===== src/rtl/txq_pkg.sv =====
package txq_pkg;

  // Ping-pong successor of a slot index.
  function automatic int next_slot(input int cur, input int n_slots);
    return (cur + 1 == n_slots) ? 0 : cur + 1;
  endfunction

  // Length a slot takes when it closes: bytes held plus any byte written now.
  function automatic int closing_length(input int held, input bit wr_now);
    return held + (wr_now ? 1 : 0);
  endfunction

  // Whether this cycle's write fills the slot to its capacity.
  function automatic bit fills_slot(input int held, input bit wr_now, input int cap);
    return wr_now && (held + 1 == cap);
  endfunction

endpackage


===== src/rtl/txq_fill_ctrl.sv =====
module txq_fill_ctrl #(
  parameter int PKT_BYTES = 64,
  parameter int SLOTS     = 2,
  localparam int AW = $clog2(PKT_BYTES),
  localparam int LW = $clog2(PKT_BYTES + 1),
  localparam int PW = $clog2(SLOTS)
) (
  input  logic          clk,
  input  logic          rst_n,
  input  logic          flush,
  input  logic          wr_en,
  input  logic          short_pkt,
  input  logic          slot_free,
  output logic [PW-1:0] wr_slot,
  output logic [AW-1:0] wr_idx,
  output logic          wr_accept,
  output logic          close_evt,
  output logic [LW-1:0] close_len,
  output logic          drop_evt
);
  import txq_pkg::*;

  logic [LW-1:0] fill;

  assign wr_accept = wr_en & slot_free & ~flush;
  assign drop_evt  = wr_en & ~slot_free & ~flush;
  assign close_evt = ~flush & slot_free &
                     (fills_slot(int'(fill), wr_accept, PKT_BYTES) | short_pkt);
  assign close_len = LW'(closing_length(int'(fill), wr_accept));
  assign wr_idx    = fill[AW-1:0];

  always_ff @(posedge clk or negedge rst_n) begin
    if (!rst_n) begin
      fill    <= '0;
      wr_slot <= '0;
    end else if (flush) begin
      fill    <= '0;
      wr_slot <= '0;
    end else if (close_evt) begin
      fill    <= '0;
      wr_slot <= PW'(next_slot(int'(wr_slot), SLOTS));
    end else if (wr_accept) begin
      fill    <= fill + LW'(1);
    end
  end


  fill_bound_chk: assert property (@(posedge clk) disable iff (!rst_n)
    fill < LW'(PKT_BYTES));


  flush_fill_chk: assert property (@(posedge clk) disable iff (!rst_n)
    flush |=> (fill == '0) && (wr_slot == '0));

endmodule


===== src/rtl/txq_slot_mem.sv =====
module txq_slot_mem #(
  parameter int DATA_W    = 8,
  parameter int PKT_BYTES = 64,
  parameter int SLOTS     = 2,
  localparam int AW = $clog2(PKT_BYTES),
  localparam int PW = $clog2(SLOTS)
) (
  input  logic              clk,
  input  logic              wr_accept,
  input  logic [PW-1:0]     wr_slot,
  input  logic [AW-1:0]     wr_idx,
  input  logic [DATA_W-1:0] wr_data,
  input  logic [PW-1:0]     rd_slot,
  input  logic [AW-1:0]     rd_addr,
  output logic [DATA_W-1:0] rd_data
);
  logic [DATA_W-1:0] slot_out [SLOTS];

  for (genvar s = 0; s < SLOTS; s++) begin : g_slot
    logic [DATA_W-1:0] bytes_q [PKT_BYTES];
    logic              we;

    assign we = wr_accept && (wr_slot == PW'(s));

    always_ff @(posedge clk) begin
      if (we) bytes_q[wr_idx] <= wr_data;
    end

    assign slot_out[s] = bytes_q[rd_addr];
  end

  assign rd_data = slot_out[rd_slot];

endmodule


===== src/rtl/txq_queue_ctrl.sv =====
module txq_queue_ctrl #(
  parameter int PKT_BYTES = 64,
  parameter int SLOTS     = 2,
  localparam int LW = $clog2(PKT_BYTES + 1),
  localparam int PW = $clog2(SLOTS),
  localparam int CW = $clog2(SLOTS + 1)
) (
  input  logic          clk,
  input  logic          rst_n,
  input  logic          flush,
  input  logic          pkt_sent,
  input  logic          close_evt,
  input  logic [LW-1:0] close_len,
  input  logic [PW-1:0] wr_slot,
  input  logic          drop_evt,
  output logic [PW-1:0] rd_slot,
  output logic          slot_free,
  output logic          rd_valid,
  output logic [LW-1:0] rd_len,
  output logic          svc_req,
  output logic          overflow
);
  import txq_pkg::*;

  logic [CW-1:0] count;
  logic [LW-1:0] len_q [SLOTS];
  logic          send_evt;

  assign send_evt  = pkt_sent & (count != '0) & ~flush;
  assign slot_free = count < CW'(SLOTS);
  assign rd_valid  = count != '0;
  assign svc_req   = count <= CW'(SLOTS - 1);
  assign rd_len    = len_q[rd_slot];

  always_ff @(posedge clk or negedge rst_n) begin
    if (!rst_n) begin
      count    <= '0;
      rd_slot  <= '0;
      overflow <= 1'b0;
    end else if (flush) begin
      count    <= '0;
      rd_slot  <= '0;
      overflow <= 1'b0;
    end else begin
      if (close_evt && !send_evt)      count <= count + CW'(1);
      else if (send_evt && !close_evt) count <= count - CW'(1);
      if (send_evt) rd_slot <= PW'(next_slot(int'(rd_slot), SLOTS));
      if (drop_evt) overflow <= 1'b1;
    end
  end

  for (genvar s = 0; s < SLOTS; s++) begin : g_len
    always_ff @(posedge clk or negedge rst_n) begin
      if (!rst_n)                                len_q[s] <= '0;
      else if (flush)                            len_q[s] <= '0;
      else if (close_evt && wr_slot == PW'(s))   len_q[s] <= close_len;
    end
  end


  count_bound_chk: assert property (@(posedge clk) disable iff (!rst_n)
    count <= CW'(SLOTS));


  flush_clear_chk: assert property (@(posedge clk) disable iff (!rst_n)
    flush |=> (count == '0) && !overflow);


  drop_flag_chk: assert property (@(posedge clk) disable iff (!rst_n)
    drop_evt |=> overflow);


  sticky_ovf_chk: assert property (@(posedge clk) disable iff (!rst_n)
    (overflow && !flush) |=> overflow);


  hold_count_chk: assert property (@(posedge clk) disable iff (!rst_n)
    (close_evt && send_evt) |=> (count == $past(count)));


  idle_sent_chk: assert property (@(posedge clk) disable iff (!rst_n)
    (pkt_sent && count == '0 && !close_evt) |=> (count == '0) && $stable(rd_slot));


  len_range_chk: assert property (@(posedge clk) disable iff (!rst_n)
    rd_valid |-> (rd_len <= LW'(PKT_BYTES)));

endmodule


===== src/rtl/bulkin_txq.sv =====
module bulkin_txq #(
  parameter int DATA_W    = 8,
  parameter int PKT_BYTES = 64,
  parameter int SLOTS     = 2,
  localparam int AW = $clog2(PKT_BYTES),
  localparam int LW = $clog2(PKT_BYTES + 1),
  localparam int PW = $clog2(SLOTS)
) (
  input  logic              clk,
  input  logic              rst_n,
  input  logic              wr_en,
  input  logic [DATA_W-1:0] wr_data,
  input  logic              short_pkt,
  input  logic              flush,
  input  logic              pkt_sent,
  input  logic [AW-1:0]     rd_addr,
  output logic              rd_valid,
  output logic [LW-1:0]     rd_len,
  output logic [DATA_W-1:0] rd_data,
  output logic              svc_req,
  output logic              overflow
);
  logic [PW-1:0] wr_slot;
  logic [PW-1:0] rd_slot;
  logic [AW-1:0] wr_idx;
  logic [LW-1:0] close_len;
  logic          wr_accept;
  logic          close_evt;
  logic          drop_evt;
  logic          slot_free;

  txq_fill_ctrl #(.PKT_BYTES(PKT_BYTES), .SLOTS(SLOTS)) u_fill (
    .clk(clk), .rst_n(rst_n), .flush(flush), .wr_en(wr_en),
    .short_pkt(short_pkt), .slot_free(slot_free), .wr_slot(wr_slot),
    .wr_idx(wr_idx), .wr_accept(wr_accept), .close_evt(close_evt),
    .close_len(close_len), .drop_evt(drop_evt)
  );

  txq_slot_mem #(.DATA_W(DATA_W), .PKT_BYTES(PKT_BYTES), .SLOTS(SLOTS)) u_mem (
    .clk(clk), .wr_accept(wr_accept), .wr_slot(wr_slot), .wr_idx(wr_idx),
    .wr_data(wr_data), .rd_slot(rd_slot), .rd_addr(rd_addr), .rd_data(rd_data)
  );

  txq_queue_ctrl #(.PKT_BYTES(PKT_BYTES), .SLOTS(SLOTS)) u_queue (
    .clk(clk), .rst_n(rst_n), .flush(flush), .pkt_sent(pkt_sent),
    .close_evt(close_evt), .close_len(close_len), .wr_slot(wr_slot),
    .drop_evt(drop_evt), .rd_slot(rd_slot), .slot_free(slot_free),
    .rd_valid(rd_valid), .rd_len(rd_len), .svc_req(svc_req),
    .overflow(overflow)
  );


  no_store_full_chk: assert property (@(posedge clk) disable iff (!rst_n)
    drop_evt |-> !wr_accept);


  partial_hidden_chk: assert property (@(posedge clk) disable iff (!rst_n)
    (!rd_valid && !close_evt && !flush) |=> !rd_valid);

endmodule


===== config.mk =====
export PLATFORM = sky130hd
export DESIGN_NAME = bulkin_txq
export DESIGN_NICKNAME = d
export VERILOG_FILES = /design/src/rtl/txq_pkg.sv /design/src/rtl/txq_fill_ctrl.sv /design/src/rtl/txq_slot_mem.sv /design/src/rtl/txq_queue_ctrl.sv /design/src/rtl/bulkin_txq.sv
export SDC_FILE = /design/constraint.sdc
export NUM_CORES = 1
export LEC_CHECK = 0
export BUFFER_PORTS_ARGS = -buffer_cell sky130_fd_sc_hd__buf_2
export CORE_UTILIZATION = 30
export DETAILED_ROUTE_END_ITERATION = 12
export PLACE_DENSITY_LB_ADDON = 0.25
export SLEW_MARGIN = 10
export SYNTH_ARGS = -nofsm -noshare
export SYNTH_HDL_FRONTEND = slang
export SYNTH_SLANG_ARGS = --single-unit

===== constraint.sdc =====
create_clock -name clk -period 3.6 [get_ports clk]
set_input_delay 0.36 -clock clk [delete_from_list [all_inputs] [get_ports clk]]
set_output_delay 0.36 -clock clk [all_outputs]
set_load 0.02 [all_outputs]

---- Yosys cells after proc, flatten, opt, wreduce, memory -nomap -nowiden ----
Memory sizes are Yosys's and may differ from the RTL's.
Cells that the tools add are included.
storage, ports and cells
  register bits ........................... 26
  RAM bits ................................ 1024
  output and inout port bits .............. 18
  memories ................................ 2
  logic and storage cells ................. 81
cells by class
  reductions and logical operators ........ 17
  magnitude comparators ................... 3
  $add $sub $neg .......................... 7
  mux-type cells .......................... 29
  eq/ne operators ......................... 3
  bitwise gates (word level) .............. 13
memory list
  memory                   depth  bits a word  read ports  clocked after Yosys merged registers in  write ports  line                RTL
  u_mem.g_slot[0].bytes_q  64     8            1           0                                        1            txq_slot_mem.sv:20  logic [DATA_W-1:0] bytes_q [PKT_BYTES];
  u_mem.g_slot[1].bytes_q  64     8            1           0                                        1            txq_slot_mem.sv:20
operators by type and width
  kind                                                            number
  2-to-1 mux 7 bit                                                10
  equality test 32 x 8 -> 1 bit, second input constant            1
  2-to-1 mux 8 bit                                                3
  2-to-1 mux 1 bit                                                13
  nonzero test 2 bit                                              6
  adder 7 x 1 -> 8 bit, second input constant                     1
  AND 1 bit                                                       8
  adder 7 x 1 -> 7 bit, second input constant                     1
  adder 7 bit                                                     1
  logical AND 1 bit                                               7
  2-to-1 mux 2 bit                                                3
  nonzero test 3 bit                                              2
  adder 1 x 1 -> 2 bit, second input constant                     2
  equality test 2 bit, second input constant                      2
  NOT 1 bit                                                       3
  adder 2 x 1 -> 2 bit, second input constant                     1
  >= comparator 2 bit, second input constant                      1
  less-or-equal comparator 2 x 1 -> 1 bit, second input constant  1
  zero test 1 bit                                                 2
  less-than comparator 2 bit, second input constant               1
  NOT 1 -> 2 bit                                                  1
  subtractor 2 x 1 -> 2 bit, second input constant                1
  bitwise OR 1 bit                                                1

---- Logic depth before layout (Yosys ltp) ----
  depth after elaboration ................. 11
  gate-level depth with buffers ........... 11
  gate-level depth less buffers ........... 9

---- By module ----
From an unflattened synthesis, not the netlist that was laid out.
second synthesis, totals
  cell total of the unflattened synthesis .. 1808
  area total of the unflattened synthesis .. 41218.3 µm²
by module, submodules not included
  module          cells an instance  instances  area an instance (µm²)
  txq_slot_mem    1634               1          39542.9
  txq_queue_ctrl  88                 1          925.9
  txq_fill_ctrl   86                 1          749.5

---- Worst setup path after synthesis ----
OpenSTA, ideal clock, no wires.
  kind .................................... input-to-output
  start ................................... in rd_addr[2]
  end ..................................... out rd_data[1]
  arrival time ............................ 2.179 ns
  path buffers ............................ 3
  stages .................................. 8
  slack ................................... 1.061 ns
  path through ............................ buf_2 > buf_2 > clkbuf_1 > mux2i_1 > a22oi_1 > nand4_1 > nor3_1 > or4_1
between the ends
  cells in the longest elaborated chain, start to end .. 4
  elaborated cells between the ends (all ways) .. 5
  classes of those cells .................. 3 x mux; 2 x memory
RTL lines
  element                                                line                RTL
  start, declared                                        bulkin_txq.sv:16    input logic [AW-1:0] rd_addr,
  memory (64 x 8 bit)                                    --
  2-to-1 mux 8 bit (implied by the code) * (3 in a row)  txq_slot_mem.sv:32  assign rd_data = slot_out[rd_slot];
  end, declared                                          bulkin_txq.sv:19    output logic [DATA_W-1:0] rd_data,
Every way passes the cells marked *; elsewhere a longest branch is shown, timed or not. The select of a mux whose other input is x is not followed.

---- Worst setup path after layout ----
  start ................................... reg u_queue.rd_slot
  end ..................................... out rd_data[6]
between the ends
  cells in the longest elaborated chain, start to end .. 4
RTL lines
  element                                              line                  RTL
  start, declared                                      txq_queue_ctrl.sv:16  output logic [PW-1:0] rd_slot,
  start signal, assigned                               txq_queue_ctrl.sv:47  if (send_evt) rd_slot <= PW'(next_slot(int'(rd_slot), SLOTS));
  NOT 1 -> 2 bit (implied by the code)                 txq_slot_mem.sv:32
  2-to-1 mux 8 bit (implied by the code) (3 in a row)  txq_slot_mem.sv:32
Every way passes these cells. The select of a mux whose other input is x is not followed.

==> run summary <==
outcome -> finished, final reports clean
I/O Pins -> 38
max_cap viols -> 0
nets -> 2685
leakage power -> 17.0 nW
final period utilization -> 0.962
vias -> 22.5k
vias in the first global route -> 22.7k
CTS clk-pin slew, worst paths -> 0.06 ns
root buf cell -> clkbuf_16
CTS Sinks -> 1050
Routed Antenna Nets -> 0
wire per inst -> 25.3 µm
Post-Syn Nets -> 2457
slowest CP cell -> dfrtp_1
final WL -> 115 mm
worst vdd ir -> 0.337 mV
Port Buffer Count -> 37
Slew Limit Fails -> 0
Critical Path AT -> 3.10 ns
DP Area -> 0.0456 mm²
Power Density -> 526 mW/mm²
CTS tree -> done
RSZ-0062 raised after global routing -> no
Worst Max-Slew Pin Slew -> 1.08 ns
initial antenna violation count -> 7
die area -> 0.140 mm²
Initial Utilization -> 0.303
post-synthesis cell area -> 0.0417 mm²
setup bufs post-CTS -> 0
Synth top area share -> 0.738
Cell Rows -> 136
layout cell share with drive strength beyond 1 -> 0.160
cts bufs inserted -> 108
Synth area leaders -> edfxtp_1 (74%), mux2i_1 (13%), a22oi_1 (4.1%)
CP Capture Type -> output pin
Post-synth ARST share -> 0.0248
Max Root-Sink Buffers -> 3
H-tree levels -> 3
clock latency on the worst-skew pair -> 0.69 ns
drt via density -> 4.96
global-route wire length before repair -> 163 mm
Crit Path Class -> reg -> out
Placer Congestion -> 0.845
worst path bufs/invs -> 2
finished layout cell area -> 0.0489 mm²
detailed-route DRC error count -> 0
Worst path max stage delay -> 0.51 ns
flops & latches, synth -> 1050
P&R area growth vs syn -> 17.4%
total grt overflow -> 0
final hold vios -> 0
crit path cell chain -> or2_2, a21oi_1, nand3_1, nor3_2, or4_1, buf_12, buf_2
fmax -> 289 MHz
Top delay family on crit path -> simple AND/OR/NAND/NOR gates
Setup Viol. Count Final -> 0
Yosys warning count -> 0
Main synth FF type -> edfxtp_1
Die Span Y -> 375 µm
data required time of the worst path -> 3.24 ns
Iteration-0 DRC Markers -> 1774
most common cell after layout, fill and taps aside -> edfxtp_1
number of antenna diodes -> 0
startpoint types -> flip-flop
Synth Instances -> 2431
Cell variety after synth -> 49
EDFF count, synth -> 1024
total chip power -> 25.7 mW
Crit Path Max Fanout -> 8
TNS Setup -> 0 ns
core box area -> 0.138 mm²
Post-Syn Area per Cell -> 17.1 µm²
die width -> 375 µm
Clock Skew -> 0.0277 ns
Hold Crit Class -> in -> reg
sequential-to-total area share from yosys stat -> 0.754
GRT Total Usage -> 0.161
Slew Limit Headroom -> 0.278
area leader, netlist -> edfxtp_1
crit path time final -> 3.46 ns
drt pass-1 iters -> 5
hpwl dp -> 74.8 mm
largest net degree at the start of global routing -> 75
Filler cells -> 12.8k
commonest cells after routing, fill and taps aside -> edfxtp_1 (1024), mux2i_1 (525), a22oi_1 (225)
-- stage by stage --
stage | cells | setup slack (ns) | hold slack (ns) | util
floorplan | 2431 | 1.06 | 0.0644 | -
global placement | 4341 | 0.0570 | 0.395 | 0.331
detailed placement | 4341 | 0.0314 | 0.415 | 0.331
CTS | 4533 | 0.0191 | 0.116 | 0.355
global route | 4533 | 0.0175 | 0.133 | 0.355
finish | 4533 | 0.136 | 0.133 | 0.355
-- final timing paths --
path / depth (start not counted) / end / slack [ns] / from
setup reg to reg: 7 / u_mem.g_slot[0].bytes_q[41][7] / 0.21 / u_queue.count[1]
hold reg to reg: 2 / u_queue.overflow / 0.49 / u_queue.overflow
min in group asynchronous: 2 / u_queue.count[1] / 0.24 / rst_n
hold / removal: 1 / u_mem.g_slot[1].bytes_q[39][4] / 0.13 / wr_data[4]
setup / recovery: 7 / rd_data[6] / 0.14 / u_queue.rd_slot
max in group asynchronous: 2 / u_fill.fill[1] / 2.94 / rst_n
-- registers in the layout, indices dropped and copies added (netlist names) --
| signal | count |
|---|---|
| u_queue.rd_slot | 1 |
| u_queue.overflow | 1 |
| u_fill.fill | 7 |
| u_mem.g_slot.bytes_q | 1024 |
| u_fill.wr_slot | 1 |
| u_queue.count | 2 |
| u_queue.len_q | 14 |
-- report_power, final --
part | internal (mW) | switching, mW | total, mW
logic | 0.539 | 1.11 | 1.65
registers | 13.4 | 0.0431 | 13.5
clock network | 6.08 | 4.52 | 10.6
-- layout make-up --
type,instances,area [µm²],area share
Sequential cell,1050,31400,0.642
Multi-Input combinational cell,1224,9550,0.195
Clock buffer,132,2860,0.0584
Timing Repair Buffer,267,2380,0.0487
Tap cell,1794,2240,0.0459
Clock inverter,58,457,0.00933
Inverter,8,30.0,0.000614
-- metal layers --
metal  wire length (µm)  GRT usage  up-vias  part of all wire
met2              58200      0.280      560              0.51
met3               5240     0.0241      140             0.046
met5                 40          0        -           0.00035
met4               2110     0.0391        8             0.018
met1              49100      0.209    11700              0.43
li1                   -          -    10100                 -
-- repair_timing --
action	CTS	global route
gates resized for setup	3	0
hold buffers	2	0
endpoints found under the setup margin	2	0
endpoints found under the hold margin	27	0
-- logic make-up (layout without fill, tap and decap cells) --
family / after synthesis / after routing / synth area share
AND/OR/NAND/NOR: 400 / 400 / 0.0480
flip-flops: 1050 / 1050 / 0.754
multiplexers: 535 / 535 / 0.129
AO/OA/AOI/OAI: 269 / 269 / 0.0470
XOR/XNOR: 14 / 14 / 0.00294
adder cells (fa/ha/maj): 6 / 6 / 0.00180
buffers and inverters: 157 / 465 / 0.0178
-- cells in the mapped netlist (7+ instances only) --
cell type	n
a21oi_1	33
a22oi_1	225
buf_2	100
buf_4	7
clkbuf_1	37
dfrtp_1	26
edfxtp_1	1024
inv_1	8
mux2_2	10
mux2i_1	525
nand2_1	83
nand2b_1	16
nand3_1	38
nand4_1	36
nor2_1	138
nor3_1	44
or4_1	8
xnor2_1	8
-- worst reg2reg max path: cells and delay by family, from the launching register on --
family / cells / cell delay (ns)
buffers and inverters: 1 / 0.35
DFF: 1 / 0.48
and+or+nand+nor: 6 / 2.19
Power figures use the tool's default switching activity.
